`src/rtl/xs_pkg.sv`:
```
package xs_pkg;
   // fixed layout of the packed status word
   localparam int STATUS_W   = 32;
   localparam int SEL_LSB    = 8;
   localparam int SEL_MAX    = 4;
   localparam int TURN_LSB   = 16;
   localparam int TICK_MAX_W = 8;
   localparam int TURN_MAX_W = 16;
endpackage

```
`src/rtl/xs_counter.sv`:
```
module xs_counter #(
   parameter int TICK_W = 8,
   parameter int TURN_W = 16
) (
   input  logic              clk,
   input  logic              rst_n,
   input  logic              init,
   input  logic              adv,
   output logic [TICK_W-1:0] tick,
   output logic [TURN_W-1:0] turn
);
   logic tick_last;
   assign tick_last = (tick == {TICK_W{1'b1}});

   always_ff @(posedge clk or negedge rst_n) begin
      if (!rst_n) begin
         tick <= '0;
         turn <= '0;
      end else if (init) begin
         tick <= '0;
         turn <= '0;
      end else if (adv) begin
         tick <= tick + 1'b1;
         if (tick_last) turn <= turn + 1'b1;
      end
   end
endmodule

```
`src/rtl/xs_tick_match.sv`:
```
module xs_tick_match #(
   parameter int TICK_W  = 8,
   parameter int NUM_SEL = 4
) (
   input  logic               clk,
   input  logic               rst_n,
   input  logic [NUM_SEL-1:0] load,
   input  logic [TICK_W-1:0]  load_val,
   input  logic [TICK_W-1:0]  tick,
   output logic [NUM_SEL-1:0] hit
);
   for (genvar k = 0; k < NUM_SEL; k++) begin : g_cmp
      logic [TICK_W-1:0] ref_q;
      always_ff @(posedge clk or negedge rst_n) begin
         if (!rst_n)       ref_q <= '0;
         else if (load[k]) ref_q <= load_val;
      end
      assign hit[k] = (tick == ref_q);
   end
endmodule

```
`src/rtl/xs_strobe_delay.sv`:
```
module xs_strobe_delay #(
   parameter int W   = 24,
   parameter int DLY = 1
) (
   input  logic         clk,
   input  logic         rst_n,
   input  logic         in_vld,
   input  logic [W-1:0] in_data,
   output logic         out_vld,
   output logic [W-1:0] out_data
);
   initial assert (DLY >= 0) else $error("xs_strobe_delay: DLY must not be negative");

   if (DLY == 0) begin : g_pass
      assign out_vld  = in_vld;
      assign out_data = in_data;
   end else begin : g_pipe
      logic [DLY-1:0] vld_q;
      logic [W-1:0]   dat_q [DLY];

      always_ff @(posedge clk or negedge rst_n) begin
         if (!rst_n) vld_q <= '0;
         else begin
            vld_q[0] <= in_vld;
            for (int i = 1; i < DLY; i++) vld_q[i] <= vld_q[i-1];
         end
      end

      always_ff @(posedge clk) begin
         dat_q[0] <= in_data;
         for (int i = 1; i < DLY; i++) dat_q[i] <= dat_q[i-1];
      end

      assign out_vld  = vld_q[DLY-1];
      assign out_data = dat_q[DLY-1];
   end
endmodule

```
`src/rtl/xs_capture_fifo.sv`:
```
module xs_capture_fifo #(
   parameter int W     = 24,
   parameter int DEPTH = 16
) (
   input  logic         clk,
   input  logic         rst_n,
   input  logic         clr_ovf,
   input  logic         wr,
   input  logic [W-1:0] wdata,
   input  logic         rd,
   output logic [W-1:0] rdata,
   output logic         full,
   output logic         empty,
   output logic         ovf
);
   localparam int AW = $clog2(DEPTH);

   initial assert (DEPTH >= 2 && (1 << AW) == DEPTH)
      else $error("xs_capture_fifo: DEPTH must be a power of two, at least 2");

   logic [W-1:0]  mem [DEPTH];
   logic [AW-1:0] wptr, rptr;
   logic [AW:0]   cnt;
   logic          do_wr, do_rd;

   assign full  = (cnt == (AW+1)'(DEPTH));
   assign empty = (cnt == '0);
   assign do_wr = wr && !full;
   assign do_rd = rd && !empty;

   always_ff @(posedge clk) begin
      if (do_wr) mem[wptr] <= wdata;
   end

   always_ff @(posedge clk or negedge rst_n) begin
      if (!rst_n) begin
         wptr  <= '0;
         rptr  <= '0;
         cnt   <= '0;
         rdata <= '0;
         ovf   <= 1'b0;
      end else begin
         if (do_wr) wptr <= wptr + 1'b1;
         if (do_rd) begin
            rptr  <= rptr + 1'b1;
            rdata <= mem[rptr];
         end
         case ({do_wr, do_rd})
            2'b10:   cnt <= cnt + 1'b1;
            2'b01:   cnt <= cnt - 1'b1;
            default: cnt <= cnt;
         endcase
         if (clr_ovf)        ovf <= 1'b0;
         else if (wr && full) ovf <= 1'b1;
      end
   end
endmodule

```
`src/rtl/xs_stamp_counter.sv`:
```
module xs_stamp_counter #(
   parameter int TICK_W     = 8,
   parameter int TURN_W     = 16,
   parameter int NUM_SEL    = 4,
   parameter int FIFO_DEPTH = 16,
   parameter int STROBE_DLY = 1
) (
   input  logic                     clk,
   input  logic                     rst_n,
   input  logic                     init_i,
   input  logic                     xing_i,
   input  logic [NUM_SEL-1:0]       sel_load_i,
   input  logic [TICK_W-1:0]        sel_value_i,
   input  logic                     accept_i,
   input  logic                     pop_i,
   output logic [31:0]              status_o,
   output logic [TURN_W+TICK_W-1:0] stamp_o,
   output logic                     fifo_full_o,
   output logic                     fifo_empty_o,
   output logic                     fifo_ovf_o
);
   import xs_pkg::*;

   localparam int STAMP_W = TURN_W + TICK_W;

   initial begin
      assert (TICK_W >= 1 && TICK_W <= TICK_MAX_W) else $error("TICK_W out of range");
      assert (TURN_W >= 1 && TURN_W <= TURN_MAX_W) else $error("TURN_W out of range");
      assert (NUM_SEL >= 1 && NUM_SEL <= SEL_MAX)  else $error("NUM_SEL out of range");
   end

   logic [TICK_W-1:0]  tick;
   logic [TURN_W-1:0]  turn;
   logic [NUM_SEL-1:0] hit;
   logic               wr_vld;
   logic [STAMP_W-1:0] wr_pair;

   xs_counter #(.TICK_W(TICK_W), .TURN_W(TURN_W)) u_cnt (
      .clk(clk), .rst_n(rst_n), .init(init_i), .adv(xing_i),
      .tick(tick), .turn(turn)
   );

   xs_tick_match #(.TICK_W(TICK_W), .NUM_SEL(NUM_SEL)) u_match (
      .clk(clk), .rst_n(rst_n), .load(sel_load_i), .load_val(sel_value_i),
      .tick(tick), .hit(hit)
   );

   // the pair rides with the strobe, so the stored stamp is the accept cycle's
   xs_strobe_delay #(.W(STAMP_W), .DLY(STROBE_DLY)) u_dly (
      .clk(clk), .rst_n(rst_n), .in_vld(accept_i), .in_data({turn, tick}),
      .out_vld(wr_vld), .out_data(wr_pair)
   );

   xs_capture_fifo #(.W(STAMP_W), .DEPTH(FIFO_DEPTH)) u_fifo (
      .clk(clk), .rst_n(rst_n), .clr_ovf(init_i),
      .wr(wr_vld), .wdata(wr_pair), .rd(pop_i), .rdata(stamp_o),
      .full(fifo_full_o), .empty(fifo_empty_o), .ovf(fifo_ovf_o)
   );

   always_comb begin
      status_o = '0;
      status_o[TICK_W-1:0]          = tick;
      status_o[SEL_LSB +: NUM_SEL]  = hit;
      status_o[TURN_LSB +: TURN_W]  = turn;
   end
endmodule

```
`config.mk`:
```
export PLATFORM = sky130hd
export DESIGN_NAME = xs_stamp_counter
export DESIGN_NICKNAME = d
export VERILOG_FILES = /design/src/rtl/xs_pkg.sv /design/src/rtl/xs_counter.sv /design/src/rtl/xs_tick_match.sv /design/src/rtl/xs_strobe_delay.sv /design/src/rtl/xs_capture_fifo.sv /design/src/rtl/xs_stamp_counter.sv
export SDC_FILE = /design/constraint.sdc
export NUM_CORES = 1
export LEC_CHECK = 0
export ABC_AREA = 0
export BUFFER_PORTS_ARGS = -buffer_cell sky130_fd_sc_hd__buf_2
export CAP_MARGIN = 10
export CORE_ASPECT_RATIO = 1.75
export CORE_MARGIN = 1.5
export CORE_UTILIZATION = 30
export CTS_BUF_LIST = sky130_fd_sc_hd__clkbuf_8
export DETAILED_ROUTE_END_ITERATION = 16
export PLACE_DENSITY = 0.54
export SYNTH_ARGS = -nofsm -noshare
export SYNTH_HDL_FRONTEND = slang
export SYNTH_SLANG_ARGS = --single-unit
```
`constraint.sdc`:
```
create_clock -name clk -period 3.4 [get_ports clk]
set_clock_uncertainty 0.1 [all_clocks]
set_input_delay 0 -clock clk [delete_from_list [all_inputs] [get_ports clk]]
set_output_delay 0 -clock clk [all_outputs]
set_load 0.1 [all_outputs]
```
-- Word level (Yosys, flattened, before mapping)
Memories as Yosys holds them, arrays and structs flattened. A register that Yosys moved wholly into a read port is not among the register bits.
Index checks and enable logic that the tools add are counted.
- register bits after elaboration: 71
- RAM bits: 408
- input bits: 18
- output and inout bits: 59
- memories: 2
- memory list (memory ; depth ; width ; rd ports ; clocked after Yosys merged registers in ; wr ports ; line ; source):
    u_fifo.mem ; 16 ; 24 ; 1 ; 1 ; 1 ; xs_capture_fifo.sv:21 ; logic [W-1:0] mem [DEPTH];
    u_dly.g_pipe.dat_q ; 1 ; 24 ; 1 ; 0 ; 1 ; xs_strobe_delay.sv:19 ; logic [W-1:0] dat_q [DLY];
- add/sub/neg operators: 6
- equal/unequal tests: 8
- muxes and demuxes: 10
- reduce and logical (&&, ||, !) cells: 12
- operator list (cell ; number):
    $mux W16 ; 3
    $eq A8 B8 Y1 ; 4
    $add A16 B1 Y16 const B ; 1
    $mux W8 ; 2
    $pmux W5 S2 ; 1
    $add A4 B1 Y4 const B ; 2
    $add A8 B1 Y8 const B ; 1
    $eq A8 B8 Y1 const B ; 1
    $reduce_bool A2 Y1 ; 4
    $add A5 B1 Y5 const B ; 1
    $eq A5 B5 Y1 const B ; 1
    $logic_not A5 Y1 ; 1
    $sub A5 B1 Y5 const B ; 1
    $mux W1 ; 4
    $logic_and A1 B1 Y1 ; 3
    $logic_not A1 Y1 ; 3
    $eq A2 B1 Y1 const B ; 1
    $eq A2 B2 Y1 const B ; 1
    $reduce_and A2 Y1 ; 1

-- Logic depth before layout (Yosys ltp)
Gate-level depths: netlist of the first run.
- depth in word-level cells: 5
- mapped depth: 13
- gate-level depth less buffers: 12

-- Hierarchy
A second synthesis of the first run with hierarchy kept.
- cell total of the unflattened synthesis: 1010
- area total of the unflattened synthesis: 19751.4 um^2
- by module, submodules not included (module ; instances ; cells each ; area each (um^2) ; seq. area each (um^2)):
    xs_capture_fifo ; 1 ; 737 ; 16329.4 ; 12482.0
    xs_tick_match ; 1 ; 120 ; 1596.5 ; 800.8
    xs_counter ; 1 ; 123 ; 1286.2 ; 600.6
    xs_strobe_delay ; 1 ; 25 ; 505.5 ; 505.5
    xs_stamp_counter ; 1 ; 5 ; 33.8 ; 0.0

-- Least setup slack after synthesis of the first run
No wires, ideal clock.
- kind: reg-to-reg
- start: register u_fifo.cnt[0]
- end: memory u_fifo.mem[3][0] (enable)
- library setup time: 0.435 ns
- arrival: 2.749 ns
- required time: 2.865 ns
- slack: 0.116 ns
- stages on the path, launching flop included: 7
- period minus slack after synthesis: 3.284 ns
- path through: dfrtp_1 -> nor4_1 -> nand2_1 -> and2_1 -> clkbuf_1 -> nand2_1 -> nor3_1
- cells in the longest elaborated chain, start to end: 5
- RTL lines (item ; line ; source):
    start, declared ; xs_capture_fifo.sv:23 ; logic [AW:0] cnt;
    start signal, assigned ; xs_capture_fifo.sv:49 ; 2'b10: cnt <= cnt + 1'b1;
    start signal, assigned ; xs_capture_fifo.sv:50 ; 2'b01: cnt <= cnt - 1'b1;
    start signal, assigned ; xs_capture_fifo.sv:51 ; default: cnt <= cnt;
    $eq A5 B5 Y1 ; xs_capture_fifo.sv:26 ; assign full = (cnt == (AW+1)'(DEPTH));
    $logic_not A1 Y1 ; xs_capture_fifo.sv:28 ; assign do_wr = wr && !full;
    $logic_and A1 B1 Y1 ; xs_capture_fifo.sv:28 ;
    $mux W1 ; xs_capture_fifo.sv:32 ; if (do_wr) mem[wptr] <= wdata;
    $mux W1 (not written as such) ; xs_capture_fifo.sv:32 ;
    end, declared ; xs_capture_fifo.sv:21 ;
Every way passes these cells.

-- Worst setup path in the final report of the first run
- start: register u_fifo.cnt[0]
- end: register u_fifo.cnt[4]
- cells in the longest elaborated chain, start to end: 5
- elaborated cells between the ends (all ways): 12
- classes of those cells: 2 x add/sub; 3 x eq/ne; 1 x mux; 6 x reduce/logical
- RTL lines (item ; line ; source):
    $eq A5 B5 Y1 or $logic_not A5 Y1 (tied branches) ; xs_capture_fifo.sv:26, xs_capture_fifo.sv:27 ;
    $logic_not A1 Y1, on equally long branches ; xs_capture_fifo.sv:28, xs_capture_fifo.sv:29 ;
    $logic_and A1 B1 Y1, on equally long branches ; xs_capture_fifo.sv:28, xs_capture_fifo.sv:29 ;
    $eq A2 B1 Y1 or $eq A2 B2 Y1 (tied branches) ; xs_capture_fifo.sv:48 ; case ({do_wr, do_rd})
    $pmux W5 S2 or $reduce_bool A2 Y1 (tied branches) ; - ;
Several ways; a longest one is shown, not always the timed one.
A chain may end at the register's enable or synchronous reset.

==> flow_summary.yaml, run 1 <==
status:
  status: "finished clean"
clock_tree:
  cts.sinks: 503
  cts_resized: 0
  cts-root-buf: "clkbuf_8"
  clkLatencyLatePin_ps: 640
  htree_levels: 3
  cts_buffers: 71
  clk_pin_slew_ps: 60
  cts_tree: "yes"
  clock_path_buffers: 3
detailed_routing:
  drc_errors: 0
  wl_microns: 45300
  drtIter0Drc: 461
  ant_nets: 0
  dr.pass1.iters: 5
  drt-wirelength-per-cell_microns: 22.4
  vias: 9655
  viasPerCell: 4.78
critical_path:
  critPathArrivalTime_ps: 3510
  startpoint: "u_fifo.cnt[0]"
  cp_cell_sequence: "nor4_1 > nand2_1 > and2_1 > inv_1 > ha_1 > inv_1 > fa_1 > nor2b_1 > o21ai_0 > nand3_1 > or3b_2 > xnor2_1"
  cp_common_cell: "inv_1"
  r2r_setup_slack_ps: 310
  r2r_cells: 12
  endpoint: "u_fifo.cnt[4]"
  slowest_delay_ps: 460
  cp_slowest_cell: "or3b_2"
  r2r_start: "u_fifo.cnt[0]"
  crit_type: "flip-flop to flip-flop"
  timing.rr.end: "u_fifo.cnt[4]"
  cp-start-kind: "flip-flop"
  worst_ep_required_time_ps: 3810
  cp_max_fo: 9
  worst_setup_path_end_kind: "flip-flop"
floorplanning:
  die_area_sq_um: 66900
  start_util_pct: 30.4
  die_w_microns: 196
  die_h_microns: 341
  core_sq_um: 64500
  std_cell_rows: 123
  io_pins: 77
pwr:
  power.density_nw_per_um2: 784
  cellLeakagePower_nw: 7.59
  internal-power_mw: 11.8
  ir_drop_mv: 0.312
  p_switching_mw: 5.96
  p_seq_share_pct: 44.7
  pwr-share-comb_pct: 29.1
  clkPwrFrac_pct: 26.2
  swShare_pct: 33.6
logic_synthesis:
  synthSimpleGateAreaFrac_pct: 2.82
  synth_mux_area_share_pct: 14.5
  synth-seq-area-share_pct: 73.5
  yosysWarnings: 0
  synth_cell_type_count: 41
  synth_top_family_by_area: "multiplexers"
  synth-xor-area-share_pct: 2.59
  syn_area_per_cell_sq_um: 19.5
  synth-compound-area-share_pct: 3.73
  synth_seq_cells: 503
  synth_cells: 1005
  synthAdderAreaFrac_pct: 0.805
  syn-cell-area_sq_um: 19600
timing:
  tns_ps: 0
  setup_viol: 0
  max_slew.worst_pin.slew_ps: 840
  clock.fmax_mhz: 323
  min_period_ps: 3090
  period_share_pct: 91.0
  slew_headroom_pct: 44.0
  hold_viol_final: 0
  slew_violations: 0
  setup_ws_ps: 305
  rsz0062_at_grt: "false"
global_route:
  grt_pass1_vias: 10800
  grtUsageTotal_pct: 13.9
  grt.met1_usage_pct: 15.2
  grt_start_max_net_pins: 55
  grt_pass1_wl_microns: 68400
  met3_usage_pct: 2.52
  grt_busiest_layer: "met2"
  gr-total-overflow: 0
  met2_usage_pct: 26.6
  antenna_found_initial: 1
min_path:
  worstHoldPathType: "input pin to flip-flop"
placed_design:
  io_buffers: 72
  place_congestion: 0.722
  place_ws_ps: 333
  dpl.hpwl_microns: 27500
cells_and_area:
  nFillCells: 5961
  final_cell_mix: "edfxtp_1 (384), mux4_2 (96), dfrtp_1 (93)"
  layout_commonest_cell: "edfxtp_1"
  syn2layout_area_growth_pct: 15.6
  fin_nets: 1183
  drive_gt1_share_pct: 34.4
job:
  drv_cap: 0
-- worst min path at each step --
| stage | cells past startpoint | to | from |
|---|---|---|---|
| floorplan | 0 | u_cnt.tick[0] | rst_n |
| global placement | 1 | u_dly.out_vld | accept_i |
| detailed placement | 1 | u_dly.out_vld | accept_i |
| CTS | 3 | u_match.g_cmp[2].ref_q[2] | sel_value_i[2] |
| global route | 3 | u_match.g_cmp[2].ref_q[2] | sel_value_i[2] |
| finish | 3 | u_match.g_cmp[2].ref_q[2] | sel_value_i[2] |
-- registers in the layout, indices dropped and copies added (netlist names) --
name	count
u_cnt.tick	8
u_cnt.turn	16
u_fifo.rptr	4
u_dly.g_pipe.dat_q	24
u_fifo.cnt	5
u_fifo.mem	384
u_fifo.rdata	24
u_match.g_cmp.ref_q	32
u_fifo.wptr	4
u_dly.out_vld	1
u_fifo.ovf	1
-- metrics by stage --
step / utilization (%) / hold WS (ps) / std cells / power (mW) / area (sq um)
global placement: 32.6 / 27.2 / 1870 / 13.3 / 21000
finish: 35.1 / 90.4 / 2021 / 17.8 / 22600
CTS: 35.1 / 32.3 / 2020 / 18.1 / 22600
floorplan: - / -396 / 1008 / 11.9 / 19600
detailed placement: 32.6 / 24.3 / 1870 / 13.3 / 21000
global route: 35.1 / 107 / 2021 / 18.6 / 22600
-- kinds of logic after synthesis --
| logic type | after synthesis |
|---|---|
| AOI/OAI and AO/OA | 93 |
| xor gates and xnor gates | 58 |
| other | 1 |
| buffers and inverters | 74 |
| muxes | 156 |
| DFF | 503 |
| adders and majority gates | 12 |
| and+or+nand+nor | 108 |
-- repair_timing --
action	in CTS	in global routing
endpoints found under the hold margin	138	0
endpoints found under the setup margin	0	0
setup buffers	0	0
hold buffers	22	0
-- Yosys cell counts (all sizes together) --
cell type  number  area (sq um)
mux2i           3          30.0
and4            4          35.0
nor2           37           139
or3b            1          8.76
and2            2          12.5
inv            12          45.0
conb            1          3.75
edfxtp        384         11500
mux2           57           642
xor2            8          70.1
and3            1          6.26
nand2b          3          18.8
a21o            1          7.51
nor2b           1          6.26
or4             1          11.3
dfxtp          24           480
ha             11           138
nand4          14          87.6
nor4            3          18.8
nand2          18          83.8
dfrtp          95          2380
or2             1          6.26
o21ai          10          50.1
clkbuf         27           101
nand3           7          35.0
o22ai          48           425
buf            35           255
mux4           96          2160
a21oi          33           240
nor3            9          45.0
o21a            1          7.51
or3             6          37.5
fa              1          20.0
xnor2          50           438
-- layer usage --
metal | share of wire, % | wire, microns | vias to the layer above
met1 | 38 | 17000 | 5116
met2 | 56 | 25500 | 202
met4 | 2.3 | 1060 | 0
li1 | - | - | 4268
met5 | 0 | 0 | -
met3 | 3.9 | 1760 | 69
-- power by group through the flow --
stage / Combinational, mW / Clock [mW] / Sequential [mW]
global route: 5.50 / 5.05 / 8.03
global placement: 5.21 / 0 / 8.04
CTS: 5.28 / 4.81 / 7.96
detailed placement: 5.25 / 0 / 8.09
finish: 5.16 / 4.66 / 7.93
floorplan: 3.24 / 0 / 8.69
-- final cells by class --
cell class | count | area, sq um | share of cell area [%]
Clock inverter | 50 | 310 | 1.37
Multi-Input combinational cell | 431 | 4850 | 21.5
Clock buffer | 78 | 1070 | 4.74
Inverter | 12 | 45.0 | 0.199
Antenna cell | 1 | 2.50 | 0.0111
Timing Repair Buffer | 134 | 933 | 4.12
Sequential cell | 503 | 14400 | 63.6
Tap cell | 812 | 1020 | 4.49
-- worst max-delay path, delay by kind of cell (launching register included) --
kind                       cells  cell delay [ps]
and+or+nand+nor                6             1360
adders and majority gates      2              660
DFF                            1              430
buffers and inverters          2              190
xor gates and xnor gates       1              140
AOI/OAI and AO/OA              1              110
(Power assumes the default switching activity.)
==> inputs of run 2 (changes only) <==
--- a/config.mk
+++ b/config.mk
@@ -16,4 +16,5 @@
 export PLACE_DENSITY = 0.54
 export SYNTH_ARGS = -nofsm -noshare
 export SYNTH_HDL_FRONTEND = slang
+export SYNTH_HIERARCHICAL = 1
 export SYNTH_SLANG_ARGS = --single-unit
==> flow_summary.yaml, run 2 <==
global_route:
  gr-total-overflow: 0
  grt_pass1_wl_microns: 68100
  grt_pass1_vias: 10700
  grtUsageTotal_pct: 13.8
  antenna_found_initial: 1
  grt_start_max_net_pins: 73
timing:
  slew_headroom_pct: 25.2
  max_slew.worst_pin.slew_ps: 1120
  slew_violations: 0
  period_share_pct: 93.0
  hold_viol_final: 0
  tns_ps: 0
  rsz0062_at_grt: "false"
  clock.fmax_mhz: 316
  setup_viol: 0
  min_period_ps: 3160
critical_path:
  worst_setup_path_end_kind: "flip-flop"
  cp_slowest_cell: "or3b_2"
  crit_type: "flip-flop to flip-flop"
  cp_common_cell: "inv_1"
  worst_ep_required_time_ps: 3810
  cp_max_fo: 9
  cp_cell_sequence: "nor4_1 > nand2_1 > and2_1 > inv_1 > ha_1 > inv_1 > fa_1 > nor2b_1 > o21ai_0 > nand3_1 > or3b_2 > xnor2_1"
  path_buf_inv: 2
  slowest_delay_ps: 460
  cp-start-kind: "flip-flop"
  cp.depth: 12
  r2r_cells: 12
  critPathArrivalTime_ps: 3570
  path_delay_family: "simple AND/OR/NAND/NOR gates"
clock_tree:
  cts_tree: "yes"
  clock_path_buffers: 3
  postCtsSetupBuffers: 0
  clk_pin_slew_ps: 70
  cts-root-buf: "clkbuf_8"
  htree_levels: 3
  cts_resized: 0
  cts.sinks: 503
  cts_buffers: 71
  clkLatencyLatePin_ps: 640
pwr:
  ir_drop_mv: 0.299
  clkPwrFrac_pct: 24.7
  pwr-share-comb_pct: 30.8
  swShare_pct: 34.0
  internal-power_mw: 11.7
  power.density_nw_per_um2: 784
  p_seq_share_pct: 44.5
  cellLeakagePower_nw: 7.65
  p_switching_mw: 6.05
floorplanning:
  std_cell_rows: 124
  start_util_pct: 30.3
  die_h_microns: 342
  die_area_sq_um: 67400
  io_pins: 77
  core_sq_um: 65200
  die_w_microns: 197
detailed_routing:
  drtIter0Drc: 580
  top_layer: "met4"
  viasPerCell: 4.77
  drt-wirelength-per-cell_microns: 22.3
  dr_wl_met2_microns: 25000
  vias: 9640
  dr.pass1.iters: 4
  ant_nets: 0
  routed-wl-met3_microns: 1730
  drc_errors: 0
  wirelength_met1_microns: 17500
  wl_microns: 45100
status:
  status: "finished clean"
placed_design:
  io_buffers: 72
  dpl.hpwl_microns: 27200
  dp.cells: 1872
  place_congestion: 0.730
logic_synthesis:
  syn_area_per_cell_sq_um: 19.6
  async_flop_share_pct: 18.9
  synth-edff-count: 384
  syn-cell-area_sq_um: 19800
  yosysWarnings: 6
  synth_seq_cells: 503
  synth_common_cells: "edfxtp_1 (384), mux4_2 (96), dfrtp_1 (95), mux2_2 (60), xnor2_1 (48)"
  netlist_top_cells_area: "edfxtp_1 (58%), dfrtp_1 (12%), mux4_2 (11%)"
  synth_cells: 1010
  yosysMostFrequentCell: "edfxtp_1"
  synth_cell_type_count: 49
  yosysTopAreaCell: "edfxtp_1"
  yosysTopAreaCellShare_pct: 58.4
  synth-seq-area-share_pct: 72.8
  yosys_most_used_dff: "edfxtp_1"
cells_and_area:
  fin_nets: 1176
  syn2layout_area_growth_pct: 14.9
  final_cell_mix: "edfxtp_1 (384), mux4_2 (96), dfrtp_1 (93)"
  drive_gt1_share_pct: 35.0
  reg_top3: "u_fifo/mem x384, u_match/g_cmp.ref_q x32"
  layout.cells.non_filler: 2020
  utilization_pct: 34.8
  largest_reg_flops: 384
  top_register: "u_fifo/mem"
  layout_commonest_cell: "edfxtp_1"
min_path:
  worstHoldPathType: "input pin to asynchronous set/reset pin"
job:
  drv_cap: 0
==> run 2: changes by cell type in the layout (fill, tap and decap cells not counted), sizes merged, moves of 5 or more <==
cell and delta:
buf -8, clkbuf -5, clkinv +12, inv -6
or3 -5
==> run 2: layout make-up <==
cell class	instances	area, sq um
repair buffers	124	928
diodes	2	5.00
clock inverters	53	279
fillers	6081	42500
multi-input cells	434	5010
flip-flops and latches	503	14400
clock buffers	73	1000
well taps	819	1020
inverters	12	45.0
==> run 2: cells by family (layout without fill, tap and decap cells) <==
kind of cell / after synthesis / in the layout / synth area share [%]
flip-flops: 503 / 503 / 72.8
buffers and inverters: 76 / 262 / 2.29
XOR/XNOR: 55 / 55 / 2.44
AND/OR/NAND/NOR: 111 / 111 / 3.29
adder cells (fa/ha/maj): 12 / 12 / 0.798
AO/OA/AOI/OAI: 93 / 93 / 3.79
multiplexers: 159 / 159 / 14.5
other: 1 / 6 / 0.0190
==> run 2: repair_timing <==
action	CTS	global route
hold buffers	20	0
endpoints found under the hold margin	143	0
endpoints found under the setup margin	0	0
==> run 2: final timing paths <==
check / startpoint / endpoint / slack [ps]
max: u_fifo/cnt[0] / u_fifo/cnt[4] / 240
min: rst_n / u_fifo/rdata[5] / 20
max reg2reg: u_fifo/cnt[0] / u_fifo/cnt[4] / 240
min reg2reg: u_cnt/turn[11] / u_dly/g_pipe.dat_q[0][19] / 360
max in group asynchronous: rst_n / u_fifo/wptr[3] / 2170
min in group clk: sel_value_i[6] / u_match/g_cmp[2].ref_q[6] / 80
==> run 2: power groups by stage <==
| stage | clock network, mW | registers (mW) | logic, mW |
|---|---|---|---|
| after floorplan | 0 | 8.70 | 3.46 |
| after global placement | 0 | 8.03 | 5.51 |
| after detailed placement | 0 | 8.07 | 5.57 |
| after CTS | 4.56 | 7.94 | 5.61 |
| after global routing | 4.78 | 8.01 | 5.84 |
| final | 4.39 | 7.91 | 5.48 |
==> run 2: through the flow <==
step | area, sq um | hold WS [ps] | power, mW | setup slack [ps]
2_1_floorplan | 19800 | -396 | 12.2 | 117
3_3_place_gp | 21200 | 12.8 | 13.5 | 413
3_5_place_dp | 21200 | 19.3 | 13.6 | 268
4_1_cts | 22700 | 28.0 | 18.1 | 250
5_1_grt | 22700 | 72.9 | 18.6 | 85.1
6_report | 22700 | 15.0 | 17.8 | 239
==> run 2: per-layer routing <==
layer | up-vias | track usage, %
met3 | 65 | 2.25
met5 | - | 0
met4 | 0 | 5.28
met1 | 5090 | 15.3
met2 | 217 | 25.9
li1 | 4268 | -
==> inputs of run 3 (changes only) <==
--- a/config.mk
+++ b/config.mk
@@ -13,7 +13,7 @@
 export CORE_UTILIZATION = 30
 export CTS_BUF_LIST = sky130_fd_sc_hd__clkbuf_8
 export DETAILED_ROUTE_END_ITERATION = 16
-export PLACE_DENSITY = 0.54
+export PLACE_DENSITY = 0.53
 export SYNTH_ARGS = -nofsm -noshare
 export SYNTH_HDL_FRONTEND = slang
 export SYNTH_HIERARCHICAL = 1
==> constraint.sdc (replaced) <==
create_clock -name clk -period 3.83 [get_ports clk]
set_clock_uncertainty 0.1 [all_clocks]
set_input_delay 0 -clock clk [delete_from_list [all_inputs] [get_ports clk]]
set_output_delay 0 -clock clk [all_outputs]
set_load 0.1 [all_outputs]
==> flow_summary.yaml, run 3 (same netlist as run 2, synthesis figures left out) <==
status:
  status: "finished clean"
cells_and_area:
  stdcell_area_sq_um: 22800
  fin_nets: 1181
  syn2layout_area_growth_pct: 15.5
  largest_reg_flops: 384
  final_cell_mix: "edfxtp_1 (384), mux4_2 (96), dfrtp_1 (93)"
  top_register: "u_fifo/mem"
  layout.cells.non_filler: 2027
  drive_gt1_share_pct: 35.3
  layout_commonest_cell: "edfxtp_1"
  reg_top3: "u_fifo/mem x384, u_match/g_cmp.ref_q x32"
placed_design:
  dp.cells: 1871
  place_congestion: 0.733
  dpl.hpwl_microns: 28100
  place_area_sq_um: 21200
  io_buffers: 72
  place_ws_ps: 656
timing:
  setup_ws_ps: 621
  rsz0062_at_grt: "false"
  min_period_ps: 3210
  clock.fmax_mhz: 312
  period_share_pct: 83.8
  slew_headroom_pct: 40.3
  slew_violations: 0
  hold_viol_final: 0
  tns_ps: 0
  holdWs_ps: 82.3
  setup_viol: 0
  max_slew.worst_pin.slew_ps: 895
critical_path:
  r2r_start: "u_fifo/cnt[0]"
  path_buf_inv: 2
  critPathArrivalTime_ps: 3620
  cp_cell_sequence: "nor4_1 > nand2_1 > and2_1 > inv_1 > ha_1 > inv_1 > fa_1 > nor2b_1 > o21ai_0 > nand3_1 > or3b_2 > xnor2_1"
  path_delay_family: "simple AND/OR/NAND/NOR gates"
  slowest_delay_ps: 450
  cp_max_fo: 9
  crit_type: "flip-flop to flip-flop"
  startpoint: "u_fifo/cnt[0]"
  worst_ep_required_time_ps: 4240
  cp_common_cell: "inv_1"
  worst_setup_path_end_kind: "flip-flop"
  r2r_setup_slack_ps: 620
  cp_slowest_cell: "or3b_2"
  cp-start-kind: "flip-flop"
  r2r_cells: 12
  timing.rr.end: "u_fifo/cnt[4]"
detailed_routing:
  dr.pass1.iters: 5
  drtIter0Drc: 613
  drc_errors: 0
  drt-wirelength-per-cell_microns: 22.9
  wl_microns: 46500
  ant_nets: 0
  vias: 9688
  viasPerCell: 4.78
global_route:
  antenna_found_initial: 1
  grt_start_max_net_pins: 58
  grt_pass1_vias: 10800
  grt_pass1_wl_microns: 69600
  grtUsageTotal_pct: 14.3
  gr-total-overflow: 0
min_path:
  holdPathStages: 3
  whs_endpoint: "u_match/g_cmp[2].ref_q[4]"
  worstHoldStart: "sel_value_i[4]"
  worstHoldPathType: "input pin to flip-flop"
clock_tree:
  cts-root-buf: "clkbuf_8"
  clk_pin_slew_ps: 70
  postCtsSetupBuffers: 0
  clock_path_buffers: 3
  clkLatencyLatePin_ps: 630
  cts_tree: "yes"
  htree_levels: 3
  cts.sinks: 503
  cts_buffers: 73
floorplanning:
  std_cell_rows: 124
  start_util_pct: 30.3
  io_pins: 77
  die_h_microns: 342
  die_area_sq_um: 67400
  die_w_microns: 197
  core_sq_um: 65200
pwr:
  power.density_nw_per_um2: 699
  ir_drop_mv: 0.245
  cellLeakagePower_nw: 7.72
job:
  drv_cap: 0
run 3: cell count changes in the layout (fill, tap and decap cells not counted), moves of 2 or more:
cell,delta
nor2_2,-5
dlygate4sd3_1,+3
nor2_4,+5
clkbuf_8,+8
clkinv_1,-6
inv_1,+5
buf_12,-2
run 3: worst max-delay path by stage:
stage                                  end  slack [ps]  depth (start not counted)
after global routing         u_fifo/cnt[4]         370                         12
after floorplan           u_fifo/mem[3][0]         550                          6
after detailed placement     u_fifo/cnt[4]         660                         12
after global placement       u_fifo/cnt[4]         800                         12
final                        u_fifo/cnt[4]         620                         12
after CTS                    u_fifo/cnt[4]         640                         12
run 3: what timing repair did:
action                    in CTS  in global routing
hold buffers                  24                  0
resized for setup              0                  0
hold endpoints to repair     135                  0
run 3: area by class of cell:
class                   count  area, sq um
diodes                      1         2.50
clock buffers              81         1110
clock inverters            50          239
fillers                  6142        42400
inverters                  12         45.0
multi-input cells         434         5030
flip-flops and latches    503        14400
well taps                 819         1020
repair buffers            127          953
run 3: power breakdown:
part | switching (mW) | internal [mW] | leakage [nW] | total [mW]
combinational | 2.84 | 1.98 | 2.14 | 4.81
clock | 2.02 | 2.01 | 0.801 | 4.03
sequential | 0.577 | 6.52 | 4.78 | 7.10
total | 5.43 | 10.5 | 7.72 | 15.9
run 3: per-layer routing:
layer,vias to the layer above,GRT usage (%),share of wire (%)
met5,-,0,0
met4,0,5.12,2.3
met3,75,2.58,4.3
met2,227,26.6,55
met1,5118,16.1,38
li1,4268,-,-
run 3: worst register-to-register path, cell delays in order, from the launching register on:
cell and delay (ps):
dfrtp_1 440, nor4_1 390, nand2_1 110, and2_1 270
inv_1 100, ha_1 230, inv_1 110, fa_1 420
nor2b_1 120, o21ai_0 120, nand3_1 100, or3b_2 450
xnor2_1 140
run 3: per-stage QoR:
stage | utilization, % | power [mW]
finish | 35.0 | 15.9
CTS | 35.0 | 16.2
global placement | 32.5 | 12.1
floorplan | - | 10.8
detailed placement | 32.5 | 12.1
global route | 35.0 | 16.7
